### src/rtl/dmatc_pkg.sv
package dmatc_pkg;

    // control word field positions (decoded by the channel and the chain router)
    localparam int F_EN     = 0;
    localparam int F_QUIET  = 1;
    localparam int F_SEL    = 2;
    localparam int SEL_W    = 6;
    localparam int F_CHAIN  = 8;
    localparam int CHAIN_W  = 4;
    localparam int F_RDINC  = 12;
    localparam int F_SIZE   = 14;

    localparam logic [SEL_W-1:0] SEL_TMR0  = 6'h3b;
    localparam logic [SEL_W-1:0] SEL_FORCE = 6'h3f;
    localparam int               N_TMR_SEL = 4;

    // global register offsets
    localparam logic [2:0] GR_MULTI = 3'd0;
    localparam logic [2:0] GR_ABORT = 3'd1;
    localparam logic [2:0] GR_IEA   = 3'd2;
    localparam logic [2:0] GR_IEB   = 3'd3;
    localparam logic [2:0] GR_STAT  = 3'd4;

    // channel register selector (low two offset bits)
    typedef enum logic [1:0] {
        RG_CTRL = 2'd0,
        RG_RDA  = 2'd1,
        RG_WRA  = 2'd2,
        RG_CNT  = 2'd3
    } chreg_e;

    function automatic logic [31:0] ctrl_reset(input int unsigned ch);
        logic [31:0] v;
        v                     = '0;
        v[F_EN]               = 1'b1;
        v[F_SEL +: SEL_W]     = SEL_FORCE;
        v[F_CHAIN +: CHAIN_W] = ch[CHAIN_W-1:0];
        v[F_RDINC]            = 1'b1;
        v[F_SIZE +: 2]        = 2'd2;
        return v;
    endfunction

endpackage

### src/rtl/dmatc_req_mux.sv
module dmatc_req_mux
    import dmatc_pkg::*;
#(
    parameter int NDREQ  = 16,
    parameter int NTIMER = 4
) (
    input  logic [SEL_W-1:0]  sel,
    input  logic [NDREQ-1:0]  dreq,
    input  logic [NTIMER-1:0] tmr,
    output logic              hit,
    output logic              always_on
);
    localparam int NT = (NTIMER < N_TMR_SEL) ? NTIMER : N_TMR_SEL;

    always_comb begin
        hit       = 1'b0;
        always_on = (sel == SEL_FORCE);
        for (int i = 0; i < NDREQ; i++) begin
            if (i < int'(SEL_TMR0) && sel == SEL_W'(i)) hit = dreq[i];
        end
        for (int j = 0; j < NT; j++) begin
            if (sel == SEL_TMR0 + SEL_W'(j)) hit = tmr[j];
        end
    end
endmodule

### src/rtl/dmatc_chan.sv
module dmatc_chan
    import dmatc_pkg::*;
#(
    parameter int IDX      = 0,
    parameter int NDREQ    = 16,
    parameter int NTIMER   = 4,
    parameter int CNT_W    = 16,
    parameter int ADDR_W   = 32,
    parameter int CREDIT_W = 3,
    parameter int INFL_W   = 2
) (
    input  logic              clk,
    input  logic              rst_n,
    input  logic              ld_ctrl,
    input  logic              ld_rda,
    input  logic              ld_wra,
    input  logic              ld_cnt,
    input  logic [31:0]       wdata,
    input  logic              trig,
    input  logic              abort_req,
    input  logic [NDREQ-1:0]  dreq,
    input  logic [NTIMER-1:0] tmr,
    input  logic              beat_take,
    input  logic              beat_done,
    output logic [31:0]       ctrl_o,
    output logic [ADDR_W-1:0] rda_o,
    output logic [ADDR_W-1:0] wra_o,
    output logic [CNT_W-1:0]  cnt_o,
    output logic              busy_o,
    output logic              issue_o,
    output logic              abort_o,
    output logic              done_o
);
    localparam logic [CREDIT_W-1:0] CREDIT_MAX = {CREDIT_W{1'b1}};
    localparam logic [INFL_W-1:0]   INFL_MAX   = {INFL_W{1'b1}};

    typedef struct packed {
        logic [31:0]         ctrl;
        logic [ADDR_W-1:0]   rda;
        logic [ADDR_W-1:0]   wra;
        logic [CNT_W-1:0]    cnt;
        logic                busy;
        logic                aborting;
        logic [CREDIT_W-1:0] credit;
        logic [INFL_W-1:0]   infl;
    } st_t;

    st_t st_d, st_q;
    logic req_hit, req_free, issue, take, done;

    dmatc_req_mux #(.NDREQ(NDREQ), .NTIMER(NTIMER)) u_mux (
        .sel       (st_q.ctrl[F_SEL +: SEL_W]),
        .dreq      (dreq),
        .tmr       (tmr),
        .hit       (req_hit),
        .always_on (req_free)
    );

    always_comb begin
        issue = st_q.busy && !st_q.aborting && st_q.ctrl[F_EN]
              && (st_q.cnt != '0)
              && (req_free || st_q.credit != '0)
              && (st_q.infl != INFL_MAX);
        take  = beat_take && issue;
        done  = st_q.busy && !st_q.aborting && (st_q.cnt == '0) && (st_q.infl == '0);

        st_d = st_q;

        // register loads
        if (ld_ctrl) st_d.ctrl = wdata;
        if (ld_rda)  st_d.rda  = ADDR_W'(wdata);
        if (ld_wra)  st_d.wra  = ADDR_W'(wdata);
        if (take)    st_d.cnt  = st_q.cnt - 1'b1;
        if (ld_cnt)  st_d.cnt  = CNT_W'(wdata);

        // in-flight beats
        if (take && !beat_done) begin
            st_d.infl = st_q.infl + 1'b1;
        end else if (!take && beat_done && st_q.infl != '0) begin
            st_d.infl = st_q.infl - 1'b1;
        end

        // pacing credit
        if (!st_q.busy) begin
            st_d.credit = '0;
        end else if (req_hit && !take && !req_free) begin
            if (st_q.credit != CREDIT_MAX) st_d.credit = st_q.credit + 1'b1;
        end else if (!req_hit && take && st_q.credit != '0) begin
            st_d.credit = st_q.credit - 1'b1;
        end

        // completion
        if (done) st_d.busy = 1'b0;

        // abort drain
        if (st_q.aborting && st_q.infl == '0) begin
            st_d.aborting = 1'b0;
            st_d.busy     = 1'b0;
        end
        if (abort_req && st_q.busy && !st_q.aborting) begin
            st_d.aborting = 1'b1;
            st_d.cnt      = '0;
        end

        // start
        if (trig && st_d.ctrl[F_EN] && (!st_q.busy || done) && !abort_req) begin
            st_d.busy = 1'b1;
        end
    end

    always_ff @(posedge clk or negedge rst_n) begin
        if (!rst_n) begin
            st_q          <= '0;
            st_q.ctrl     <= ctrl_reset(IDX);
        end else begin
            st_q <= st_d;
        end
    end

    assign ctrl_o  = st_q.ctrl;
    assign rda_o   = st_q.rda;
    assign wra_o   = st_q.wra;
    assign cnt_o   = st_q.cnt;
    assign busy_o  = st_q.busy;
    assign issue_o = issue;
    assign abort_o = st_q.aborting;
    assign done_o  = done;
endmodule

### src/rtl/dmatc_irq.sv
module dmatc_irq #(
    parameter int NCH = 4
) (
    input  logic           clk,
    input  logic           rst_n,
    input  logic [NCH-1:0] set_ev,
    input  logic           clr_we,
    input  logic           iea_we,
    input  logic           ieb_we,
    input  logic [NCH-1:0] wdata,
    output logic [NCH-1:0] status_o,
    output logic           irq_a,
    output logic           irq_b
);
    typedef struct packed {
        logic [NCH-1:0] stat;
        logic [NCH-1:0] iea;
        logic [NCH-1:0] ieb;
    } st_t;

    st_t st_d, st_q;

    always_comb begin
        st_d = st_q;
        if (clr_we) st_d.stat = st_q.stat & ~wdata;
        st_d.stat = st_d.stat | set_ev;
        if (iea_we) st_d.iea = wdata;
        if (ieb_we) st_d.ieb = wdata;
    end

    always_ff @(posedge clk or negedge rst_n) begin
        if (!rst_n) st_q <= '0;
        else        st_q <= st_d;
    end

    assign status_o = st_q.stat;
    assign irq_a    = |(st_q.stat & st_q.iea);
    assign irq_b    = |(st_q.stat & st_q.ieb);
endmodule

### src/rtl/dmatc_top.sv
module dmatc_top
    import dmatc_pkg::*;
#(
    parameter int NCH      = 4,
    parameter int NDREQ    = 16,
    parameter int NTIMER   = 4,
    parameter int CNT_W    = 16,
    parameter int ADDR_W   = 32,
    parameter int CREDIT_W = 3,
    parameter int INFL_W   = 2,
    localparam int CH_W    = (NCH > 1) ? $clog2(NCH) : 1,
    localparam int RA_W    = CH_W + 4
) (
    input  logic                  clk,
    input  logic                  rst_n,
    input  logic                  wr_en,
    input  logic [RA_W-1:0]       wr_addr,
    input  logic [31:0]           wr_data,
    input  logic [NDREQ-1:0]      dreq,
    input  logic [NTIMER-1:0]     tmr,
    input  logic [NCH-1:0]        beat_take,
    input  logic [NCH-1:0]        beat_done,
    output logic [NCH-1:0]        issue_en,
    output logic [NCH-1:0]        busy,
    output logic [NCH-1:0]        abort_busy,
    output logic [NCH*CNT_W-1:0]  cnt_flat,
    output logic [NCH*32-1:0]     ctrl_flat,
    output logic [NCH*ADDR_W-1:0] rda_flat,
    output logic [NCH*ADDR_W-1:0] wra_flat,
    output logic [NCH-1:0]        irq_status,
    output logic                  irq_a,
    output logic                  irq_b
);
    logic           glob_we, chan_we, go_bit, data_zero;
    logic [2:0]     offs;
    chreg_e         rsel;
    logic [CH_W-1:0] chsel;

    logic [NCH-1:0] ld_ctrl, ld_rda, ld_wra, ld_cnt;
    logic [NCH-1:0] trig, abort_req, done, chain_trig, null_ev, set_ev;
    logic [31:0]    ctrl_a [NCH];

    // address decode
    always_comb begin
        glob_we   = wr_en && wr_addr[RA_W-1];
        chan_we   = wr_en && !wr_addr[RA_W-1];
        offs      = wr_addr[2:0];
        go_bit    = wr_addr[2];
        rsel      = chreg_e'(wr_addr[1:0]);
        chsel     = wr_addr[CH_W+2:3];
        data_zero = (wr_data == '0);
    end

    // chain routing: a finishing channel starts its named target
    always_comb begin
        chain_trig = '0;
        for (int s = 0; s < NCH; s++) begin
            for (int t = 0; t < NCH; t++) begin
                if (done[s] && t != s && ctrl_a[s][F_CHAIN +: CHAIN_W] == CHAIN_W'(t)) begin
                    chain_trig[t] = 1'b1;
                end
            end
        end
    end

    for (genvar c = 0; c < NCH; c++) begin : g_ch
        logic hit;

        always_comb begin
            hit          = chan_we && (chsel == CH_W'(c));
            ld_ctrl[c]   = hit && (rsel == RG_CTRL);
            ld_rda[c]    = hit && (rsel == RG_RDA);
            ld_wra[c]    = hit && (rsel == RG_WRA);
            ld_cnt[c]    = hit && (rsel == RG_CNT);
            null_ev[c]   = hit && go_bit && data_zero && (rsel != RG_CTRL)
                           && ctrl_a[c][F_QUIET];
            abort_req[c] = glob_we && (offs == GR_ABORT) && wr_data[c];
            trig[c]      = (hit && go_bit && !data_zero)
                         || (glob_we && (offs == GR_MULTI) && wr_data[c])
                         || chain_trig[c];
            set_ev[c]    = (done[c] && !ctrl_a[c][F_QUIET]) || null_ev[c];
        end

        dmatc_chan #(
            .IDX(c), .NDREQ(NDREQ), .NTIMER(NTIMER), .CNT_W(CNT_W),
            .ADDR_W(ADDR_W), .CREDIT_W(CREDIT_W), .INFL_W(INFL_W)
        ) u_ch (
            .clk       (clk),
            .rst_n     (rst_n),
            .ld_ctrl   (ld_ctrl[c]),
            .ld_rda    (ld_rda[c]),
            .ld_wra    (ld_wra[c]),
            .ld_cnt    (ld_cnt[c]),
            .wdata     (wr_data),
            .trig      (trig[c]),
            .abort_req (abort_req[c]),
            .dreq      (dreq),
            .tmr       (tmr),
            .beat_take (beat_take[c]),
            .beat_done (beat_done[c]),
            .ctrl_o    (ctrl_a[c]),
            .rda_o     (rda_flat[c*ADDR_W +: ADDR_W]),
            .wra_o     (wra_flat[c*ADDR_W +: ADDR_W]),
            .cnt_o     (cnt_flat[c*CNT_W +: CNT_W]),
            .busy_o    (busy[c]),
            .issue_o   (issue_en[c]),
            .abort_o   (abort_busy[c]),
            .done_o    (done[c])
        );

        assign ctrl_flat[c*32 +: 32] = ctrl_a[c];
    end

    dmatc_irq #(.NCH(NCH)) u_irq (
        .clk      (clk),
        .rst_n    (rst_n),
        .set_ev   (set_ev),
        .clr_we   (glob_we && offs == GR_STAT),
        .iea_we   (glob_we && offs == GR_IEA),
        .ieb_we   (glob_we && offs == GR_IEB),
        .wdata    (wr_data[NCH-1:0]),
        .status_o (irq_status),
        .irq_a    (irq_a),
        .irq_b    (irq_b)
    );
endmodule

### config.mk
export PLATFORM = sky130hd
export DESIGN_NAME = dmatc_top
export DESIGN_NICKNAME = d
export VERILOG_FILES = /design/src/rtl/dmatc_pkg.sv /design/src/rtl/dmatc_req_mux.sv /design/src/rtl/dmatc_chan.sv /design/src/rtl/dmatc_irq.sv /design/src/rtl/dmatc_top.sv
export SDC_FILE = /design/constraint.sdc
export NUM_CORES = 1
export LEC_CHECK = 0
export BUFFER_PORTS_ARGS = -buffer_cell sky130_fd_sc_hd__buf_4
export CAP_MARGIN = 20
export CORE_ASPECT_RATIO = 2
export CORE_MARGIN = 2
export CORE_UTILIZATION = 60
export DETAILED_ROUTE_END_ITERATION = 7
export MAX_ROUTING_LAYER = met4
export PLACE_DENSITY = 0.86
export SLEW_MARGIN = 20
export SYNTH_ARGS = -nofsm -noshare
export SYNTH_HDL_FRONTEND = slang
export SYNTH_SLANG_ARGS = --single-unit
### constraint.sdc
create_clock -name clk -period 6.6 [get_ports clk]
set_input_delay 0 -clock clk [delete_from_list [all_inputs] [get_ports clk]]
set_output_delay 0 -clock clk [all_outputs]
set_load 0.01 [all_outputs]
# --- Word level (Yosys, flattened, before mapping) ---
# Index checks and enable logic that the tools add are counted.
totals:
  regBits: 488
  word_cells: 591
  output_inout_bits: 466
  inputBits: 69
classes:
  n_eq_ne: 115
  bitwise: 5
  n_reduce_logical: 263
  mux: 149
  add_sub_neg: 20
op_table:
  columns: ["operator", "count"]
  rows:
  - ["6-bit by 4-bit equality test with 1-bit output, second input constant", 32]
  - ["16-bit 2-to-1 mux", 12]
  - ["1-bit logical AND", 155]
  - ["6-bit equality test, second input constant", 20]
  - ["1-bit 2-to-1 mux", 108]
  - ["6-bit by 3-bit equality test with 1-bit output, second input constant", 16]
  - ["16-bit zero test", 4]
  - ["16-bit nonzero test", 4]
  - ["16-bit by 1-bit subtractor with 16-bit output, second input constant", 4]
  - ["6-bit by 2-bit equality test with 1-bit output, second input constant", 8]
  - ["3-bit 2-to-1 mux", 16]
  - ["3-bit != test, second input constant", 12]
  - ["3-bit nonzero test", 12]
  - ["1-bit zero test", 34]
  - ["32-bit zero test", 1]
  - ["2-bit nonzero test", 13]
  - ["4-bit by 2-bit equality test with 1-bit output, second input constant", 6]
  - ["6-bit by 1-bit equality test with 1-bit output, second input constant", 4]
  - ["6-bit zero test", 4]
  - ["2-bit 2-to-1 mux", 12]
  - ["1-bit logical OR", 20]
  - ["3-bit by 1-bit adder with 3-bit output, second input constant", 4]
  - ["4-bit AND", 3]
  - ["4-bit by 1-bit equality test with 1-bit output, second input constant", 3]
  - ["17 further kinds", 45]

# --- Depth between registers and ports, before layout ---
logic_depth:
  ltp_word: 27
  mapped_depth: 12
  ltp_nobuf: 12

# --- Cells and area by module ---
# Synthesis repeated with hierarchy kept, for this count alone.
hier_totals:
  cells_unflattened: 2202
  area_unflattened_um2: 25399.4
modules_own_cells:
  columns: ["module", "seq_area_each_um2", "area_each_um2", "instances", "cells_each"]
  rows:
  - ["dmatc_chan (g_ch[1].u_ch ...)", 2990.4, 5796.8, 2, 480]
  - ["dmatc_chan (g_ch[3].u_ch)", 2991.6, 5793.1, 1, 480]
  - ["dmatc_chan (g_ch[0].u_ch)", 2989.1, 5790.6, 1, 480]
  - ["dmatc_req_mux (g_ch[1].u_ch.u_mux ...)", 0.0, 281.5, 3, 39]
  - ["dmatc_top", 0.0, 559.3, 1, 93]
  - ["dmatc_irq", 300.3, 503.0, 1, 38]
  - ["dmatc_req_mux (g_ch[0].u_ch.u_mux)", 0.0, 315.3, 1, 34]

# --- Least setup slack after synthesis ---
# No wires, ideal clock.
synth_path:
  kind: "register to register"
  startpoint: "register g_ch[3].u_ch.st_q (netlist bit g_ch[3].u_ch.ctrl_o[2])"
  endpoint: "register g_ch[3].u_ch.st_q[3] (netlist name)"
  required_time_ns: 6.480
  arrival_ns: 2.914
  path_stages_with_launch: 11
  n_path_buf: 1
  period_less_slack_ns: 3.035
  setup_slack_ns: 3.565
  setup_ns: 0.120
  path_cell_list: "dfstp_2 > buf_6 > mux4_2 > o22a_1 > o32ai_1 > o311ai_1 > nand4_1 > inv_1 > fa_1 > or4b_1 > and4_1"
synth_between:
  elab_chain_len: 26
  elab_cells_between_ends: 57
  classes_between: "22 x eq/ne; 22 x mux; 13 x reduce/logical"
synth_rtl:
  columns: ["item", "line_no", "source"]
  rows:
  - ["start: declaration", "dmatc_chan.sv:48", "st_t st_d, st_q;"]
  - ["start signal: assignment", "dmatc_chan.sv:116", "st_q <= st_d;"]
  - ["6-bit zero test", "dmatc_req_mux.sv:19", "if (i < int'(SEL_TMR0) && sel == SEL_W'(i)) hit = dreq[i];"]
  - ["1-bit 2-to-1 mux (16 in series)", "dmatc_req_mux.sv:19", null]
  - ["1-bit 2-to-1 mux (4 in series)", "dmatc_req_mux.sv:22", "if (sel == SEL_TMR0 + SEL_W'(j)) hit = tmr[j];"]
  - ["1-bit zero test", "dmatc_chan.sv:88", "end else if (!req_hit && take && st_q.credit != '0) begin"]
  - ["1-bit logical AND (2 in series)", "dmatc_chan.sv:88", null]
  - ["3-bit != test (no source line)", null, null]
  - ["2-bit AND reduction (no source line)", null, null]
# Parallel ways exist; a longest one is shown, timed or not.
# A chain may end at the register's enable or synchronous reset.

# --- Final worst setup path ---
layout_path:
  startpoint: "register g_ch[3].u_ch.st_q (netlist bit g_ch[3].u_ch.ctrl_o[4])"
  endpoint: "register g_ch[3].u_ch.st_q[3] (netlist name)"
# The elaborated chain is that of the path after synthesis.

==> summary by stage <==
Final layout
The area added between synthesis and finish is 10.87%. The number of fillers in the final layout is approximately 3000. Cells with a size suffix above 1 make up between 40 and 50% of the layout. The number of antenna diodes is 0. The final layout net count is 2442. Once layout is complete, the cells apart from fillers number 2943.

Routing
The final routed wirelength across all metal layers is just over 80000 um. The number of vias in the routed layout is around 18000. The first routing iteration left approximately 1400 violations.

Summed over all nets, wire length on met2 after detailed routing comes to slightly above 40000 um. The number of nets still failing antenna checks after routing is 0. After detailed routing, the number of remaining DRC violations is 0. The routed design uses about 7000 um of met3 wire. Dividing the detail-routed wire length by the instance count gives 27.66 um.

In this run the top signal layer used is met4. In the final routing, the length of wire on met1 measures 26460 um. The per-cell via count in the routed design is between 6 and 7. The count of TritonRoute iterations in the first routing pass is 5.

STA
The worst hold margin is 0.04570 ns. Headroom to the max-slew limit came out at 23.52%. The number of failing hold endpoints at the final stage is 0. Setup repair after global routing left no endpoint under its margin.

For the final database, setup skew stands at ~0.017 ns. The post-route fraction of the period consumed by the critical path is 60.08%. For the pin with the worst max-slew slack, the measured transition is 1.143 ns. The clock period could shrink to approximately 4.0 ns. After routing, the total negative slack on setup checks comes to 0 ns. Derived from the worst setup path, the maximum achievable clock frequency is ~250 MHz. The count of pins over their slew limit is 0. The final critical-path setup slack is 2.635 ns.

The total setup violations reported at the end of the flow is 0.

Min path
The worst hold-check path type is in2async.

Place
Detailed placement finished with a half-perimeter wire length of 55410 um. OpenSTA, run right after detailed placement, puts the worst setup slack at ~3.0 ns. The count of buffers inserted at the top-level ports is 534.

The number of cells in the design after placement is roughly 2800. The global placer's final weighted congestion is between 0.9 and 1.

Global routing
Across every metal layer, demand over resource in global routing totals around 37%. The number of global-route vias before repair is 19450. The overflow left after global routing is 0.

The initial antenna violation count is 0. The largest net degree at the start of global routing is approximately 180. The global-route wire length before repair is 120600 um.

Critical path
In this run the worst path has a maximum fanout of 13. The worst setup path is launched from a flop. The critical setup path kind is reg2reg.

For the worst setup path, the data arrival time is 4.40 ns. The most numerous cell type found on the critical path is sky130_fd_sc_hd__nand4_1. The maximum cell stage delay along the critical path is roughly 0.66 ns.

The worst register-to-register path begins at g_ch[3].u_ch.ctrl_o[4]$_DFFE_PN1P_. Counting both buffers and inverters, the worst setup path holds a total of 1. The worst setup path is captured at a flop. The slack of the worst reg-to-reg path is between 2 and 3 ns.

For the worst setup path, the data required time is 7.03 ns. The depth of the worst register-to-register path is 9. The family of cells with the greatest summed delay on the critical path is simple AND/OR/NAND/NOR gates. Walking the worst path, the cells encountered are nand4_1 > o21ai_1 > nor4b_4 > a21oi_2 > nand4_1 > inv_1 > fa_1 > or4b_1 > and4_1. The slowest stage of the critical path belongs to the cell sky130_fd_sc_hd__nor4b_4.

The endpoint identified for the worst register-to-register timing path is g_ch[3].u_ch.st_q[3]$_DFFE_PN0P_.

Logic synthesis
Counting flops and latches in the post-synthesis netlist gives a little under 500. By area, the combinational part of the netlist is dominated by multiplexers. After synthesis, the mean cell area works out to 11.12 um2. The number of enable-type register cells in the synthesized netlist is 0. After Yosys synthesis, and, or, nand and nor cells account for ~10% of the synthesized area. The most area-hungry cell type in the Yosys netlist is sky130_fd_sc_hd__dfrtp_1. In the post-synthesis netlist, the biggest area contributors are sky130_fd_sc_hd__dfrtp_1 (44%), sky130_fd_sc_hd__mux2_2 (15%), sky130_fd_sc_hd__buf_4 (14%), sky130_fd_sc_hd__dfstp_2 (4.1%), sky130_fd_sc_hd__a211oi_1 (2.0%). Synthesis produced a netlist with a net count of between 2000 and 2500. The arithmetic-cell share of the synthesized area counting full adders, half adders and majority gates is less than 1%.

After Yosys synthesis, XOR and XNOR cells account for around 2.0% of the synthesized area. For this run, the leading register cell type out of synthesis is sky130_fd_sc_hd__dfrtp_1. Yosys printed 0 warnings.

The fraction of registers with async set/reset is 100.0%. The post-synthesis sequential area ratio is about 48%. The number of instances in the synthesized netlist is roughly 2300. In the synthesized netlist, mux cells make up 16.42% of the area. The distinct cell type count after synthesis is 85. The share of the synthesized area in the top cell type is between 40% and 50%. The synthesized area is between 0.02 and 0.03 mm2. The share of the synthesized area in compound gates (AO/OA/AOI/OAI) is between 7 and 8%.

Pwr
The static leakage is around 13 nW. The final total power is 9.972 mW. The power per standard cell area is between 300 and 400 mW/mm2.

Across the VDD grid, the largest voltage drop is about 0.33 mV.

Clocking
The TritonCTS clock tree is yes. The tree built by TritonCTS fans out to ~490 sinks. The post-CTS setup repair buffer count is 0. Clock tree synthesis inserted a total of 42 buffers.

The buffer type at the clock tree root is sky130_fd_sc_hd__clkbuf_16. At the later pin of the worst-skew pair, clock insertion delay measures approximately 0.55 ns. The H-tree was split into 2 levels.

Hold repair after CTS inserted 47 buffers. The maximum buffer depth of the clock tree is 3. The number of gates resized after CTS was 0.

After clock tree synthesis, the clock-pin slew on the worst setup and hold paths is 0.07 ns.

Flow run
The number of maximum-capacitance constraint violations is 0.

Floorplan
In this run the standard cell core region covers ~0.042 mm2. The vertical die dimension is 297.0 um. Measured along the x axis, the die boundary spans between 150 and 200 um. approximately 540 I/O pins were placed.

Row generation in the floorplan step produced about 110 rows. The die area is 0.04469 mm2. The initial utilization of the core area, before any placement, comes to approximately three fifths.

Outcome
The run finished with clean final reports.
## how the worst max path moves through the flow
stage                                  startpoint                          endpoint  slack (ns)  cells after the start
2_1_floorplan  g_ch[3].u_ch.ctrl_o[2]$_DFFE_PN1P_  g_ch[3].u_ch.st_q[3]$_DFFE_PN0P_        3.57                     10
3_3_place_gp   g_ch[3].u_ch.ctrl_o[2]$_DFFE_PN1P_  g_ch[3].u_ch.st_q[3]$_DFFE_PN0P_        3.12                      9
3_5_place_dp   g_ch[3].u_ch.ctrl_o[4]$_DFFE_PN1P_  g_ch[3].u_ch.st_q[3]$_DFFE_PN0P_        2.98                      9
4_1_cts        g_ch[3].u_ch.ctrl_o[4]$_DFFE_PN1P_  g_ch[3].u_ch.st_q[3]$_DFFE_PN0P_        2.92                      9
5_1_grt        g_ch[3].u_ch.ctrl_o[2]$_DFFE_PN1P_  g_ch[3].u_ch.st_q[3]$_DFFE_PN0P_        2.55                      9
6_report       g_ch[3].u_ch.ctrl_o[4]$_DFFE_PN1P_  g_ch[3].u_ch.st_q[3]$_DFFE_PN0P_        2.63                      9
## registers in the layout, indices dropped and copies added, names as in the netlist
name and flops:
g_ch.u_ch.st_q 20, g_ch.u_ch.cnt_o 64, g_ch.u_ch.abort_o 4, g_ch.u_ch.busy_o 4
g_ch.u_ch.wra_o 128, u_irq.status_o 4, g_ch.u_ch.rda_o 128, u_irq.st_q 8
g_ch.u_ch.ctrl_o 128
## metrics by stage
stage	cell area (um2)	util, %
6_report	28550	67.27
5_1_grt	28550	67.27
4_1_cts	28480	67.10
3_5_place_dp	26610	62.70
3_3_place_gp	26610	62.70
2_1_floorplan	25750	-
## cell usage after synthesis (18+ instances only)
library cell and count:
sky130_fd_sc_hd__a211oi_1 69, sky130_fd_sc_hd__a21oi_1 25, sky130_fd_sc_hd__buf_4 465, sky130_fd_sc_hd__clkbuf_1 105, sky130_fd_sc_hd__dfrtp_1 448, sky130_fd_sc_hd__dfstp_2 40, sky130_fd_sc_hd__inv_1 41, sky130_fd_sc_hd__mux2_2 354
sky130_fd_sc_hd__nand2_1 103, sky130_fd_sc_hd__nand2b_1 18, sky130_fd_sc_hd__nand3_1 30, sky130_fd_sc_hd__nand4_1 20, sky130_fd_sc_hd__nor2_1 126, sky130_fd_sc_hd__nor3_1 39, sky130_fd_sc_hd__nor4_1 24, sky130_fd_sc_hd__o21ai_0 79
sky130_fd_sc_hd__xnor2_1 31, sky130_fd_sc_hd__xor2_1 29
## metal layers
layer,global-route usage (%),up-vias
li1,-,7669
met1,38.49,9167
met2,59.82,1010
met3,9.110,384
met4,29.04,0
met5,-,-
## logic make-up after synthesis
family,after synthesis
buf+inv,631
fa+ha+maj,8
compound gates,269
simple gates,488
xor+xnor,60
flops,488
mux,372
## report_power, final
group	switching (mW)	internal [mW]	total [mW]
clock	1.15	1.40	2.55
combinational	1.54	1.53	3.07
sequential	0.676	3.68	4.35
total	3.36	6.61	9.97
## area by class of cell
| class | instances | area [um2] | area share (%) |
|---|---|---|---|
| tap | 545 | 681.9 | 2.388 |
| clock buffer | 60 | 1240 | 4.343 |
| sequential | 488 | 12260 | 42.95 |
| inverter | 41 | 153.9 | 0.5390 |
| multi-input combinational | 1197 | 9444 | 33.08 |
| timing repair buffer | 595 | 4612 | 16.15 |
| clock inverter | 17 | 156.4 | 0.5478 |
## cells in the final DEF, fill, tap and decap left out, types with 11 or more instances in the layout
| master | count |
|---|---|
| sky130_fd_sc_hd__nand4_1 | 20 |
| sky130_fd_sc_hd__nor2_1 | 124 |
| sky130_fd_sc_hd__nand3_1 | 27 |
| sky130_fd_sc_hd__o21ai_0 | 79 |
| sky130_fd_sc_hd__dlygate4sd3_1 | 47 |
| sky130_fd_sc_hd__nand3b_1 | 15 |
| sky130_fd_sc_hd__mux2i_1 | 13 |
| sky130_fd_sc_hd__nor4_1 | 23 |
| sky130_fd_sc_hd__and3_1 | 11 |
| sky130_fd_sc_hd__clkbuf_16 | 43 |
| sky130_fd_sc_hd__a211oi_1 | 69 |
| sky130_fd_sc_hd__nand2_1 | 93 |
| sky130_fd_sc_hd__nand2b_1 | 18 |
| sky130_fd_sc_hd__a21oi_1 | 25 |
| sky130_fd_sc_hd__nor3_1 | 38 |
| sky130_fd_sc_hd__xor2_1 | 29 |
| sky130_fd_sc_hd__o211ai_1 | 14 |
| sky130_fd_sc_hd__xnor2_1 | 31 |
| sky130_fd_sc_hd__dfstp_2 | 40 |
| sky130_fd_sc_hd__inv_1 | 41 |
| sky130_fd_sc_hd__mux2_2 | 354 |
| sky130_fd_sc_hd__dfrtp_1 | 448 |
| sky130_fd_sc_hd__buf_4 | 544 |
| sky130_fd_sc_hd__nor2b_1 | 15 |
No activity file was read; power rests on OpenSTA's default activity.
